[src/rtl/fp_seq_pkg.sv]
package fp_seq_pkg;

    localparam int FUNC_W  = 6;
    localparam int BYTE_W  = FUNC_W + 2;
    localparam int OPW_W   = 3;
    localparam int RESW_W  = 2;
    localparam int CYC_W   = 4;

    typedef enum logic [1:0] {
        PH_IDLE = 2'd0,
        PH_LOAD = 2'd1,
        PH_WAIT = 2'd2,
        PH_DONE = 2'd3
    } phase_e;

    typedef enum logic [1:0] {
        U_NONE = 2'd0,
        U_ALU  = 2'd1,
        U_MUL  = 2'd2,
        U_MODE = 2'd3
    } unit_e;

    typedef enum logic [1:0] {
        K_SUB  = 2'd0,
        K_ADD  = 2'd1,
        K_CMP  = 2'd2,
        K_CONV = 2'd3
    } alu_kind_e;

    typedef struct packed {
        unit_e               unit;
        logic [FUNC_W-1:0]   func;
        logic [OPW_W-1:0]    opnd_words;
        logic [RESW_W-1:0]   res_words;
        logic [CYC_W-1:0]    n_cyc;
        logic                has_result;
    } op_info_t;

    function automatic logic [OPW_W-1:0] size_words(input logic dbl);
        return dbl ? OPW_W'(2) : OPW_W'(1);
    endfunction

    function automatic logic [RESW_W-1:0] res_size(input logic dbl);
        return dbl ? RESW_W'(2) : RESW_W'(1);
    endfunction

endpackage

[src/rtl/fp_op_decode.sv]
module fp_op_decode
    import fp_seq_pkg::*;
#(
    parameter int CYC_SET  = 2,
    parameter int CYC_STD  = 3,
    parameter int CYC_DMUL = 4
) (
    input  logic [BYTE_W-1:0] op_byte,
    output op_info_t          info
);

    logic              sel_mul;
    logic              sel_alu;
    logic [FUNC_W-1:0] fn;
    logic              dbl;
    logic              unary;
    alu_kind_e         kind;
    logic [OPW_W-1:0]  w_one;
    logic [OPW_W-1:0]  w_two;

    assign sel_mul = op_byte[BYTE_W-1];
    assign sel_alu = op_byte[BYTE_W-2];
    assign fn      = op_byte[FUNC_W-1:0];
    assign dbl     = fn[0];
    assign unary   = fn[3];
    assign kind    = alu_kind_e'(fn[5:4]);
    assign w_one   = size_words(dbl);
    assign w_two   = {w_one[OPW_W-2:0], 1'b0};

    always_comb begin
        info.unit       = U_NONE;
        info.func       = fn;
        info.opnd_words = '0;
        info.res_words  = '0;
        info.n_cyc      = '0;
        info.has_result = 1'b0;
        unique case ({sel_mul, sel_alu})
            2'b11: begin
                info.unit  = U_MODE;
                info.n_cyc = CYC_W'(CYC_SET);
            end
            2'b10: begin
                info.unit       = U_MUL;
                info.n_cyc      = dbl ? CYC_W'(CYC_DMUL) : CYC_W'(CYC_STD);
                info.opnd_words = w_two;
                info.res_words  = res_size(dbl);
                info.has_result = 1'b1;
            end
            2'b01: begin
                info.unit  = U_ALU;
                info.n_cyc = CYC_W'(CYC_STD);
                unique case (kind)
                    K_CONV: begin
                        info.opnd_words = w_one;
                        info.res_words  = res_size(!dbl);
                        info.has_result = 1'b1;
                    end
                    K_CMP: begin
                        info.opnd_words = unary ? w_one : w_two;
                    end
                    default: begin
                        info.opnd_words = unary ? w_one : w_two;
                        info.res_words  = res_size(dbl);
                        info.has_result = 1'b1;
                    end
                endcase
            end
            default: begin
                info.unit = U_NONE;
            end
        endcase
    end

endmodule

[src/rtl/fp_phase_ctrl.sv]
module fp_phase_ctrl
    import fp_seq_pkg::*;
(
    input  logic             clk,
    input  logic             rst,
    input  logic             start,
    input  logic [CYC_W-1:0] n_cyc,
    output phase_e           phase
);

    logic [CYC_W-1:0] wait_cnt;

    always_ff @(posedge clk) begin
        if (rst) begin
            phase    <= PH_IDLE;
            wait_cnt <= '0;
        end else begin
            unique case (phase)
                PH_IDLE: begin
                    if (start) phase <= PH_LOAD;
                end
                PH_LOAD: begin
                    wait_cnt <= n_cyc - CYC_W'(2);
                    phase    <= PH_WAIT;
                end
                PH_WAIT: begin
                    if (wait_cnt == '0) phase <= PH_DONE;
                    else                wait_cnt <= wait_cnt - CYC_W'(1);
                end
                PH_DONE: begin
                    phase <= PH_IDLE;
                end
                default: phase <= PH_IDLE;
            endcase
        end
    end


    done_then_idle_chk: assert property (@(posedge clk) disable iff (rst)
        (phase == PH_DONE) |=> (phase == PH_IDLE));


    load_then_wait_chk: assert property (@(posedge clk) disable iff (rst)
        (phase == PH_LOAD) |=> (phase == PH_WAIT));

endmodule

[src/rtl/fp_strobe_gen.sv]
module fp_strobe_gen
    import fp_seq_pkg::*;
(
    input  logic   clk,
    input  logic   rst,
    input  phase_e phase,
    input  unit_e  unit,
    input  logic   has_result,
    output logic   ld_alu,
    output logic   ld_mul,
    output logic   ul_alu,
    output logic   ul_mul
);

    logic in_load;
    logic in_unload;

    assign in_load   = (phase == PH_LOAD);
    assign in_unload = (phase == PH_DONE) && has_result;

    always_comb begin
        ld_alu = in_load && (unit == U_ALU || unit == U_MODE);
        ld_mul = in_load && (unit == U_MUL || unit == U_MODE);
        ul_alu = in_unload && (unit == U_ALU);
        ul_mul = in_unload && (unit == U_MUL);
    end


    no_bus_clash_chk: assert property (@(posedge clk) disable iff (rst)
        !((ld_alu || ld_mul) && (ul_alu || ul_mul)));


    mode_no_unload_chk: assert property (@(posedge clk) disable iff (rst)
        (unit == U_MODE) |-> !(ul_alu || ul_mul));

endmodule

[src/rtl/fp_issue_seq.sv]
module fp_issue_seq
    import fp_seq_pkg::*;
#(
    parameter int CYC_SET  = 2,
    parameter int CYC_STD  = 3,
    parameter int CYC_DMUL = 4
) (
    input  logic              clk,
    input  logic              rst,
    input  logic              op_valid,
    input  logic [7:0]        op_byte,
    input  logic              cancel,
    output logic              busy,
    output logic              ld_cs_alu,
    output logic              ld_cs_mul,
    output logic              ul_cs_alu,
    output logic              ul_cs_mul,
    output logic [5:0]        func_code,
    output logic [2:0]        opnd_words,
    output logic [1:0]        res_words,
    output logic              ill_err
);

    op_info_t dec_info;
    op_info_t op_q;
    phase_e   phase;
    logic     accept;
    logic     start;
    logic     illegal;
    logic     err_q;

    fp_op_decode #(
        .CYC_SET  (CYC_SET),
        .CYC_STD  (CYC_STD),
        .CYC_DMUL (CYC_DMUL)
    ) decode_i (
        .op_byte (op_byte),
        .info    (dec_info)
    );

    assign accept  = op_valid && (phase == PH_IDLE) && !cancel;
    assign illegal = (dec_info.unit == U_NONE);
    assign start   = accept && !illegal;

    always_ff @(posedge clk) begin
        if (rst) begin
            op_q  <= '0;
            err_q <= 1'b0;
        end else begin
            err_q <= accept && illegal;
            if (start) op_q <= dec_info;
        end
    end

    fp_phase_ctrl phase_i (
        .clk   (clk),
        .rst   (rst),
        .start (start),
        .n_cyc (op_q.n_cyc),
        .phase (phase)
    );

    fp_strobe_gen strobe_i (
        .clk        (clk),
        .rst        (rst),
        .phase      (phase),
        .unit       (op_q.unit),
        .has_result (op_q.has_result),
        .ld_alu     (ld_cs_alu),
        .ld_mul     (ld_cs_mul),
        .ul_alu     (ul_cs_alu),
        .ul_mul     (ul_cs_mul)
    );

    assign busy       = (phase != PH_IDLE);
    assign ill_err    = err_q;
    assign func_code  = busy ? op_q.func       : '0;
    assign opnd_words = busy ? op_q.opnd_words : '0;
    assign res_words  = busy ? op_q.res_words  : '0;


    illegal_pulse_chk: assert property (@(posedge clk) disable iff (rst)
        (op_valid && !busy && !cancel && op_byte[7:6] == 2'b00) |=> (ill_err && !busy));


    cancel_squash_chk: assert property (@(posedge clk) disable iff (rst)
        (op_valid && !busy && cancel) |=> (!busy && !ld_cs_alu && !ld_cs_mul && !ill_err));


    busy_starts_load_chk: assert property (@(posedge clk) disable iff (rst)
        $rose(busy) |-> (ld_cs_alu || ld_cs_mul));


    func_hold_chk: assert property (@(posedge clk) disable iff (rst)
        (busy && $past(busy)) |-> $stable(func_code));


    unload_late_chk: assert property (@(posedge clk) disable iff (rst)
        (ul_cs_alu || ul_cs_mul) |-> $past(busy));

endmodule

[config.mk]
export PLATFORM = sky130hd
export DESIGN_NAME = fp_issue_seq
export DESIGN_NICKNAME = d
export VERILOG_FILES = /design/src/rtl/fp_seq_pkg.sv /design/src/rtl/fp_op_decode.sv /design/src/rtl/fp_phase_ctrl.sv /design/src/rtl/fp_strobe_gen.sv /design/src/rtl/fp_issue_seq.sv
export SDC_FILE = /design/constraint.sdc
export NUM_CORES = 1
export LEC_CHECK = 0
export BUFFER_PORTS_ARGS = -buffer_cell sky130_fd_sc_hd__buf_2
export CORE_MARGIN = 4
export CORE_UTILIZATION = 50
export DETAILED_ROUTE_END_ITERATION = 7
export GPL_TIMING_DRIVEN = 1
export PLACE_DENSITY_LB_ADDON = 0.15
export SLEW_MARGIN = 20
export SYNTH_ARGS = -nofsm -noshare
export SYNTH_HDL_FRONTEND = slang
export SYNTH_SLANG_ARGS = --single-unit
[constraint.sdc]
create_clock -name clk -period 3.6 [get_ports clk]
set_input_delay 0.54 -clock clk [delete_from_list [all_inputs] [get_ports clk]]
set_output_delay 0.54 -clock clk [all_outputs]
set_load 0.1 [all_outputs]
==> results of run 1 <==
==> cells in the mapped netlist, drive strengths merged, types with 2 or more instances <==
master,count
o32ai,2
a21o,2
nand2,20
mux2i,4
a21oi,15
nor3b,4
nor2,12
buf,4
or3b,2
nand2b,3
ha,13
clkbuf,5
nor2b,10
nor3,5
nand3,6
nand4b,2
inv,14
o21ai,2
nand3b,2
and2,2
dfxtp,24
and2b,2
a211oi,4
==> logic make-up after synthesis <==
group,after synthesis
AND/OR/NAND/NOR,74
AO/OA/AOI/OAI,31
flip-flops,24
buffers and inverters,23
adder cells (fa/ha/maj),13
multiplexers,5
==> stage by stage <==
step           setup WS (ns)  utilization (%)  area [sq um]
4_1_cts                1.155            58.63          1603
6_report               1.180            58.63          1603
3_3_place_gp           1.569            56.70          1550
2_1_floorplan         0.3148                -          1426
3_5_place_dp           1.511            56.70          1550
5_1_grt                1.037            58.63          1603
==> worst max path at each step <==
stage / endpoint / slack [ns] / cells past startpoint
5_1_grt: opnd_words[2] / 1.04 / 4
2_1_floorplan: ul_cs_alu / 0.31 / 3
4_1_cts: func_code[5] / 1.16 / 4
6_report: func_code[5] / 1.18 / 4
3_5_place_dp: op_q[2]$_SDFFE_PP0P_ / 1.51 / 6
3_3_place_gp: opnd_words[2] / 1.57 / 4
==> final cells by class <==
cell class	count	area (sq um)	area share [%]
multi-input cells	123	838.3	52.30
flip-flops and latches	24	480.5	29.98
repair buffers	28	140.1	8.743
inverters	14	52.55	3.279
well taps	31	38.79	2.420
clock inverters	1	30.03	1.874
clock buffers	3	22.52	1.405
==> tightest hold or removal path, cell delays in order <==
cell and delay (ns):
buf_2 0.09, nand2_1 0.04, a21oi_1 0.05
==> power breakdown <==
| part | total [W] | leakage, nW | switching [W] | internal, W |
|---|---|---|---|---|
| clock | 0.000193 | 0.0279 | 0.0000806 | 0.000113 |
| sequential | 0.000335 | 0.195 | 0.0000291 | 0.000306 |
| combinational | 0.000445 | 0.476 | 0.000305 | 0.000140 |
==> flip-flops by register name, indices dropped and copies added (netlist names) <==
| name | cells |
|---|---|
| phase_i.wait_cnt | 4 |
| phase_i.phase | 2 |
| op_q | 17 |
| ill_err | 1 |
==> per-layer routing <==
metal / GRT usage, % / routed length, microns
met4: 6.364 / 39
met5: 0 / 0
met3: 2.516 / 69
met1: 22.39 / 1297
met2: 30.06 / 1427
==> reports/metrics.yaml, run 1 <==
status: "finished clean"
reg2reg_to: "op_q[17]$_SDFFE_PP0P_"
synth_enable_flop_cells: 0
cap_violations: 0
port_buffers: 28
grt_pass1_wl_microns: 4974
worstPathArrival_ns: 1.88
timing.critical_path.buf_inv: 2
ys_async_sr_fraction_pct: 0
fin_skew_ns: 0.01176
cp_slowest_cell: "buf_2"
cts_tree: "done"
drt_iter0_markers: 28
diodes: 0
finalSetupViolCount: 0
relSlewSlack_pct: 64.24
slowest_delay_ns: 0.41
crit_family: "buffers and inverters"
rows: 19
syn2layout_area_growth_pct: 12.37
syn_area_sq_um: 1426
worstHoldStart: "op_byte[1]"
hpwl_microns: 2150
total_power_w: 0.0009733
io_pins: 29
overflow: 0
finalSetupTns_ns: 0
grt_pass1_vias: 1155
synth-simple-area-share_pct: 29.30
critical_path_required_ns: 3.06
synth_top_area_cell: "dfxtp_1"
synth-seq-cells: 24
synth-main-ff-cell: "dfxtp_1"
design.die.area_sq_um: 3771
crit_fanout: 14
fin_crit_sh_pct: 67.22
die_h_microns: 61.41
syn_inst: 170
vias_per_cell: 5.339
hold_slack_ns: 0.4438
nNetsFinal: 219
clockBufferDepth: 2
synthXorXnorAreaFrac_pct: 0
synth-compound-area-share_pct: 14.47
layout_common_cells: "buf_2 (28), dfxtp_1 (24), nand2_1 (20)"
muxShareOfSynthArea_pct: 3.596
ff2ff_path_depth: 6
slew_violations: 0
reg2reg_from: "phase_i.phase[0]$_SDFFE_PP0P_"
ant_nets: 0
drc_errors: 0
period_needed_ns: 2.420
final_common_cell: "buf_2"
leakagePower_nw: 0.6991
holdCritPathClass: "in2reg"
clock-sinks: 24
netlist.area_leader.share_pct: 33.68
crit_path_cell_trace: "inv_1 -> ha_1 -> and2b_1 -> buf_2"
whs_endpoint: "op_q[11]$_SDFFE_PP0P_"
via_count: 1196
r2r_setup_slack_ns: 1.52
routedWlPerCell_microns: 12.65
worstSetupStartpointType: "flop"
ys_seq_area_share_pct: 33.68
start_util_pct: 52.17
vdd_ir_drop_max_v: 0.0005285
first_pass_iters: 4
final_cells: 224
synth.distinct_cells: 41
synth_top_family_by_area: "simple AND/OR/NAND/NOR gates"
clock.fmax_mhz: 413.2
clkLatencyLatePin_ns: 0.32
cts_buffers: 3
fillers: 276
startpoint: "phase_i.phase[0]$_SDFFE_PP0P_"
synth_adder_area_share_pct: 11.40
worst_slew_pin_slew_ns: 0.5364
power.density_nw_per_um2: 607.2
yosys_warnings: 0
hold_buffers: 0
synth_fp_nets: 195
endpoint_kind: "output port"
gp_congestion: 0.7907
grt_max_degree: 26
cts_max_level: 1
post_cts_resized: 0
whs_path_depth: 3
die_w_microns: 61.41
rsz0062_at_grt: "no"
syn_area_per_cell_sq_um: 8.390
core_sq_um: 2734
track_usage_pct: 17.55
ys_top_cells_by_area: "dfxtp_1 (34%), ha_1 (11%), a21oi_1 (5.3%), nand2_1 (5.3%), nor2b_1 (4.4%)"
clk_pin_slew_ns: 0.14
finalHoldViolCount: 0
place_inst: 220
cts_root_buf: "clkbuf_4"
finalWirelength_microns: 2833
antenna_found_initial: 0
postCtsSetupBuffers: 0
drive_gt1_share_pct: 20.21
crit_type: "reg2out"
Note: power is estimated with default switching activity, not from simulation.
==> inputs of run 2 (changes only) <==
==> constraint.sdc (replaced) <==
create_clock -name clk -period 2.5 [get_ports clk]
set_input_delay 0.375 -clock clk [delete_from_list [all_inputs] [get_ports clk]]
set_output_delay 0.375 -clock clk [all_outputs]
set_load 0.1 [all_outputs]
==> run 2 against run 1 <==
  * Non-clock buffer count grew 1
  * Final cell count grew 0.45%
  * First-iteration DRC count grew 140%
  * Critical path depth grew 1
  * Global-route usage shrank 0.63 points
  * Utilization grew 1.1 points
  * Wire length shrank 1.2%
  * Largest power group unchanged
  * Register-to-register slack lost 0.90 ns
  * Highest routed layer is now met3
==> reports/metrics.yaml, run 2 (synthesized netlist as in run 1, its figures left out) <==
status: "finished clean"
registers.top_by_ff_count: "op_q"
crit_path_cell_trace: "inv_1 -> ha_1 -> buf_4 -> nor2b_2 -> buf_2"
fillers: 244
power.density_nw_per_um2: 877.8
cap_violations: 0
slew_violations: 0
track_usage_pct: 16.92
relSlewSlack_pct: 65.69
rows: 19
drive_gt1_share_pct: 25.26
antenna_found_initial: 0
diodes: 0
io_pins: 29
finalWirelength_microns: 2799
post_cts_resized: 0
clock-sinks: 24
rsz0062_at_grt: "no"
grt_max_degree: 26
layout_common_cells: "buf_2 (28), dfxtp_1 (24), nand2_1 (20)"
critical_path_required_ns: 2.12
hold_buffers: 0
ant_nets: 0
endpoint_kind: "output port"
grt_pass1_vias: 1130
start_util_pct: 52.17
leakagePower_nw: 0.7033
cts_max_level: 1
postCtsSetupBuffers: 0
design.die.area_sq_um: 3771
syn2layout_area_growth_pct: 14.47
port_buffers: 28
hpwl_microns: 2139
cp_slowest_cell: "buf_2"
routedWlPerCell_microns: 12.44
nNetsFinal: 220
first_pass_iters: 4
fin_skew_ns: 0.007443
period_needed_ns: 2.266
largest_reg_flops: 17
crit_fanout: 9
grt_pass1_wl_microns: 4933
holdCritPathClass: "in2reg"
worstPathArrival_ns: 1.89
die_w_microns: 61.41
finalSetupViolCount: 0
cts_buffers: 3
clkLatencyLatePin_ns: 0.31
overflow: 0
die_h_microns: 61.41
crit_type: "reg2out"
finalHoldViolCount: 0
slowest_delay_ns: 0.42
placed_area_sq_um: 1580
clock.fmax_mhz: 441.4
worst_slew_pin_slew_ns: 0.5146
final_util_pct: 59.73
core_sq_um: 2734
clockBufferDepth: 2
fin_crit_sh_pct: 90.62
cts_tree: "done"
clk_pin_slew_ns: 0.14
vdd_ir_drop_max_v: 0.0008114
vias_per_cell: 5.267
cts_root_buf: "clkbuf_4"
finalSetupTns_ns: 0
worstSetupStartpointType: "flop"
hold_slack_ns: 0.2843
gp_congestion: 0.7534
via_count: 1185
final_common_cell: "buf_2"
drt_iter0_markers: 67
top_regs: "op_q: 17 flops, phase_i.wait_cnt: 4 flops, phase_i.phase: 2 flops"
fin_area_sq_um: 1633
drc_errors: 0
## run 2: worst paths after layout
check	startpoint	end	slack, ns	cells past startpoint
setup / recovery	phase_i.phase[0]$_SDFFE_PP0P_	opnd_words[0]	0.23	5
hold / removal	op_byte[2]	op_q[12]$_SDFFE_PP0P_	0.28	3
setup reg to reg	phase_i.phase[0]$_SDFFE_PP0P_	op_q[2]$_SDFFE_PP0P_	0.62	6
hold reg to reg	op_q[8]$_SDFFE_PP0P_	op_q[8]$_SDFFE_PP0P_	0.46	2
## run 2: area by class of cell
class	count	area [sq um]	area share (%)
Timing Repair Buffer	29	147.6	9.042
Inverter	14	52.55	3.218
Clock inverter	1	30.03	1.839
Multi-Input combinational cell	123	860.8	52.72
Clock buffer	3	22.52	1.379
Sequential cell	24	480.5	29.43
Tap cell	31	38.79	2.375
## run 2: layer usage
metal  vias up  share of wire [%]  track usage [%]
li1        630                  -                -
met1       536                 46            21.94
met2        19                 50            30.21
met3         0                3.5            2.516
met4         0                  0            2.727
met5         -                  0                0
## run 2: per-stage QoR
stage,power (W),instances,setup slack [ns]
3_5_place_dp,0.001159,221,0.5800
6_report,0.001433,225,0.2344
5_1_grt,0.001540,225,0.09739
3_3_place_gp,0.001140,221,0.6494
4_1_cts,0.001444,225,0.2134
2_1_floorplan,0.001044,170,-0.6202
## run 2: report_power, final
part	switching (W)	leakage, nW	total (W)	internal [W]
combinational	0.000451	0.480	0.000667	0.000215
clock	0.000121	0.0279	0.000283	0.000162
sequential	0.0000433	0.195	0.000484	0.000440
## run 2: worst max-delay path, delay by kind of cell (launching register included)
family / cells / cell delay (ns)
adder cells (fa/ha/maj): 1 / 0.32
AND/OR/NAND/NOR: 1 / 0.11
flip-flops: 1 / 0.40
buffers and inverters: 3 / 0.75
==> inputs of run 3 (changes only) <==
--- a/config.mk
+++ b/config.mk
@@ -7,10 +7,11 @@
 export LEC_CHECK = 0
 export BUFFER_PORTS_ARGS = -buffer_cell sky130_fd_sc_hd__buf_2
 export CORE_MARGIN = 4
-export CORE_UTILIZATION = 50
+export CORE_UTILIZATION = 54
 export DETAILED_ROUTE_END_ITERATION = 7
 export GPL_TIMING_DRIVEN = 1
 export PLACE_DENSITY_LB_ADDON = 0.15
+export SKIP_LAST_GASP = 1
 export SLEW_MARGIN = 20
 export SYNTH_ARGS = -nofsm -noshare
 export SYNTH_HDL_FRONTEND = slang
==> run 3 against run 2 <==
  * Power is 5.6% lower
  * Non-clock buffer count did not move
  * Clock-buffer cell count increased by 1
  * Utilization increased by 4.9 points
  * Clock skew down 0.0030 ns
  * Wire length fell by 1.6%
  * Sequential cell count stayed put
  * Combinational power barely moved
  * First-iteration DRC count is 40% lower
  * Clock power shrank 27%
  * Largest power group unchanged
  * Global-route usage rose by 0.38 points
  * Die area is 6.5% lower
==> reports/metrics.yaml, run 3 (synthesized netlist as in run 1, its figures left out) <==
status: "finished clean"
die_w_microns: 59.40
hold_buffers: 0
internal-power_w: 0.0007389
pwr-share-clk_pct: 15.2
first_pass_iters: 4
rsz0062_at_grt: "no"
ant_nets: 0
place_ws_ns: 0.5776
port_buffers: 28
whs_endpoint: "op_q[12]$_SDFFE_PP0P_"
diodes: 0
finalHoldViolCount: 0
swShare_pct: 45.39
cts_tree: "done"
leakagePower_nw: 0.6964
drive_gt1_share_pct: 25.26
power.density_nw_per_um2: 837.5
clock-sinks: 24
largest_reg_flops: 17
drc_errors: 0
hpwl_microns: 2091
finalSetupViolCount: 0
whs_path_depth: 3
grt_max_degree: 26
startpoint: "phase_i.phase[1]$_SDFFE_PP0P_"
top_regs: "op_q: 17 flops, phase_i.wait_cnt: 4 flops, phase_i.phase: 2 flops"
die_h_microns: 59.40
routedWlPerCell_microns: 12.29
vdd_ir_drop_max_v: 0.0007158
critical_path_required_ns: 2.12
p_switching_w: 0.0006140
worstHoldStart: "op_byte[2]"
relSlewSlack_pct: 64.19
nNetsFinal: 220
registers.top_by_ff_count: "op_q"
final_common_cell: "buf_2"
grt_pass1_wl_microns: 4747
via_count: 1195
gp_congestion: 0.7564
r2r_setup_slack_ns: 0.57
worst_slew_pin_slew_ns: 0.5371
track_usage_pct: 17.30
grt_pass1_vias: 1111
core_sq_um: 2500
fin_crit_sh_pct: 88.78
io_pins: 29
fin_skew_ns: 0.004488
post_cts_resized: 0
reg2reg_to: "op_q[2]$_SDFFE_PP0P_"
overflow: 0
design.die.area_sq_um: 3528
worstPathArrival_ns: 1.84
setup_ws_ns: 0.2805
total_power_w: 0.001353
start_util_pct: 57.06
reg2reg_from: "phase_i.phase[1]$_SDFFE_PP0P_"
clk_pin_slew_ns: 0.13
period_needed_ns: 2.219
drt_iter0_markers: 40
crit_fanout: 14
clockBufferDepth: 2
power.share.combinational_pct: 49.1
layout_common_cells: "buf_2 (28), dfxtp_1 (24), nand2_1 (20)"
postCtsSetupBuffers: 0
rows: 18
vias_per_cell: 5.335
holdCritPathClass: "in2reg"
worstSetupStartpointType: "flop"
cts_root_buf: "clkbuf_4"
ff2ff_path_depth: 7
antenna_found_initial: 0
power_frac_seq_pct: 35.7
crit_type: "reg2out"
cts_buffers: 3
finalWirelength_microns: 2753
syn2layout_area_growth_pct: 13.25
cts_max_level: 1
slew_violations: 0
fillers: 223
clkLatencyLatePin_ns: 0.31
cap_violations: 0
endpoint_kind: "output port"
clock.fmax_mhz: 450.6
[run 3: how the worst max path moves through the flow]
| stage | cells past startpoint | end | slack (ns) |
|---|---|---|---|
| floorplan | 3 | ul_cs_alu | -0.62 |
| global placement | 7 | op_q[2]$_SDFFE_PP0P_ | 0.66 |
| detailed placement | 7 | op_q[2]$_SDFFE_PP0P_ | 0.58 |
| CTS | 5 | func_code[5] | 0.27 |
| global route | 5 | func_code[5] | 0.18 |
| finish | 5 | func_code[5] | 0.28 |
[run 3: per-stage QoR]
step | TNS [ns] | hold slack (ns) | cells | utilization, % | area [sq um]
6_report | 0 | 0.2817 | 224 | 64.61 | 1615
5_1_grt | 0 | 0.2777 | 224 | 64.61 | 1615
4_1_cts | 0 | 0.2712 | 224 | 64.61 | 1615
3_5_place_dp | 0 | 0.4436 | 220 | 63.16 | 1579
3_3_place_gp | 0 | 0.4410 | 220 | 63.16 | 1579
2_1_floorplan | -1.230 | 0.4316 | 170 | - | 1449
[run 3: layout make-up]
cell class	count	area, sq um	share of cell area (%)
tap	30	37.54	2.324
multi-input combinational	123	860.8	53.29
sequential	24	480.5	29.74
inverter	14	52.55	3.253
timing repair buffer	29	147.6	9.140
clock buffer	4	36.28	2.246
[run 3: worst max-delay path, cell delays in order (launching register included)]
cell	delay, ns
dfxtp_1	0.40
inv_1	0.11
ha_1	0.19
buf_4	0.20
and2b_1	0.21
buf_2	0.42
[run 3: routing by layer]
metal | wire (microns) | GRT usage (%) | part of all wire, % | vias to the layer above
met5 | 0 | 0 | 0 | -
met1 | 1312 | 21.79 | 48 | 552
li1 | - | - | - | 624
met2 | 1319 | 29.49 | 48 | 17
met4 | 14 | 5.825 | 0.51 | 0
met3 | 106 | 3.050 | 3.9 | 2
[run 3: power by group through the flow]
stage / Clock (W) / Combinational (W) / Sequential [W]
3_5_place_dp: 0 / 0.000665 / 0.000492
6_report: 0.000206 / 0.000664 / 0.000483
4_1_cts: 0.000214 / 0.000668 / 0.000483
2_1_floorplan: 0 / 0.000561 / 0.000483
3_3_place_gp: 0 / 0.000645 / 0.000486
5_1_grt: 0.000231 / 0.000732 / 0.000491
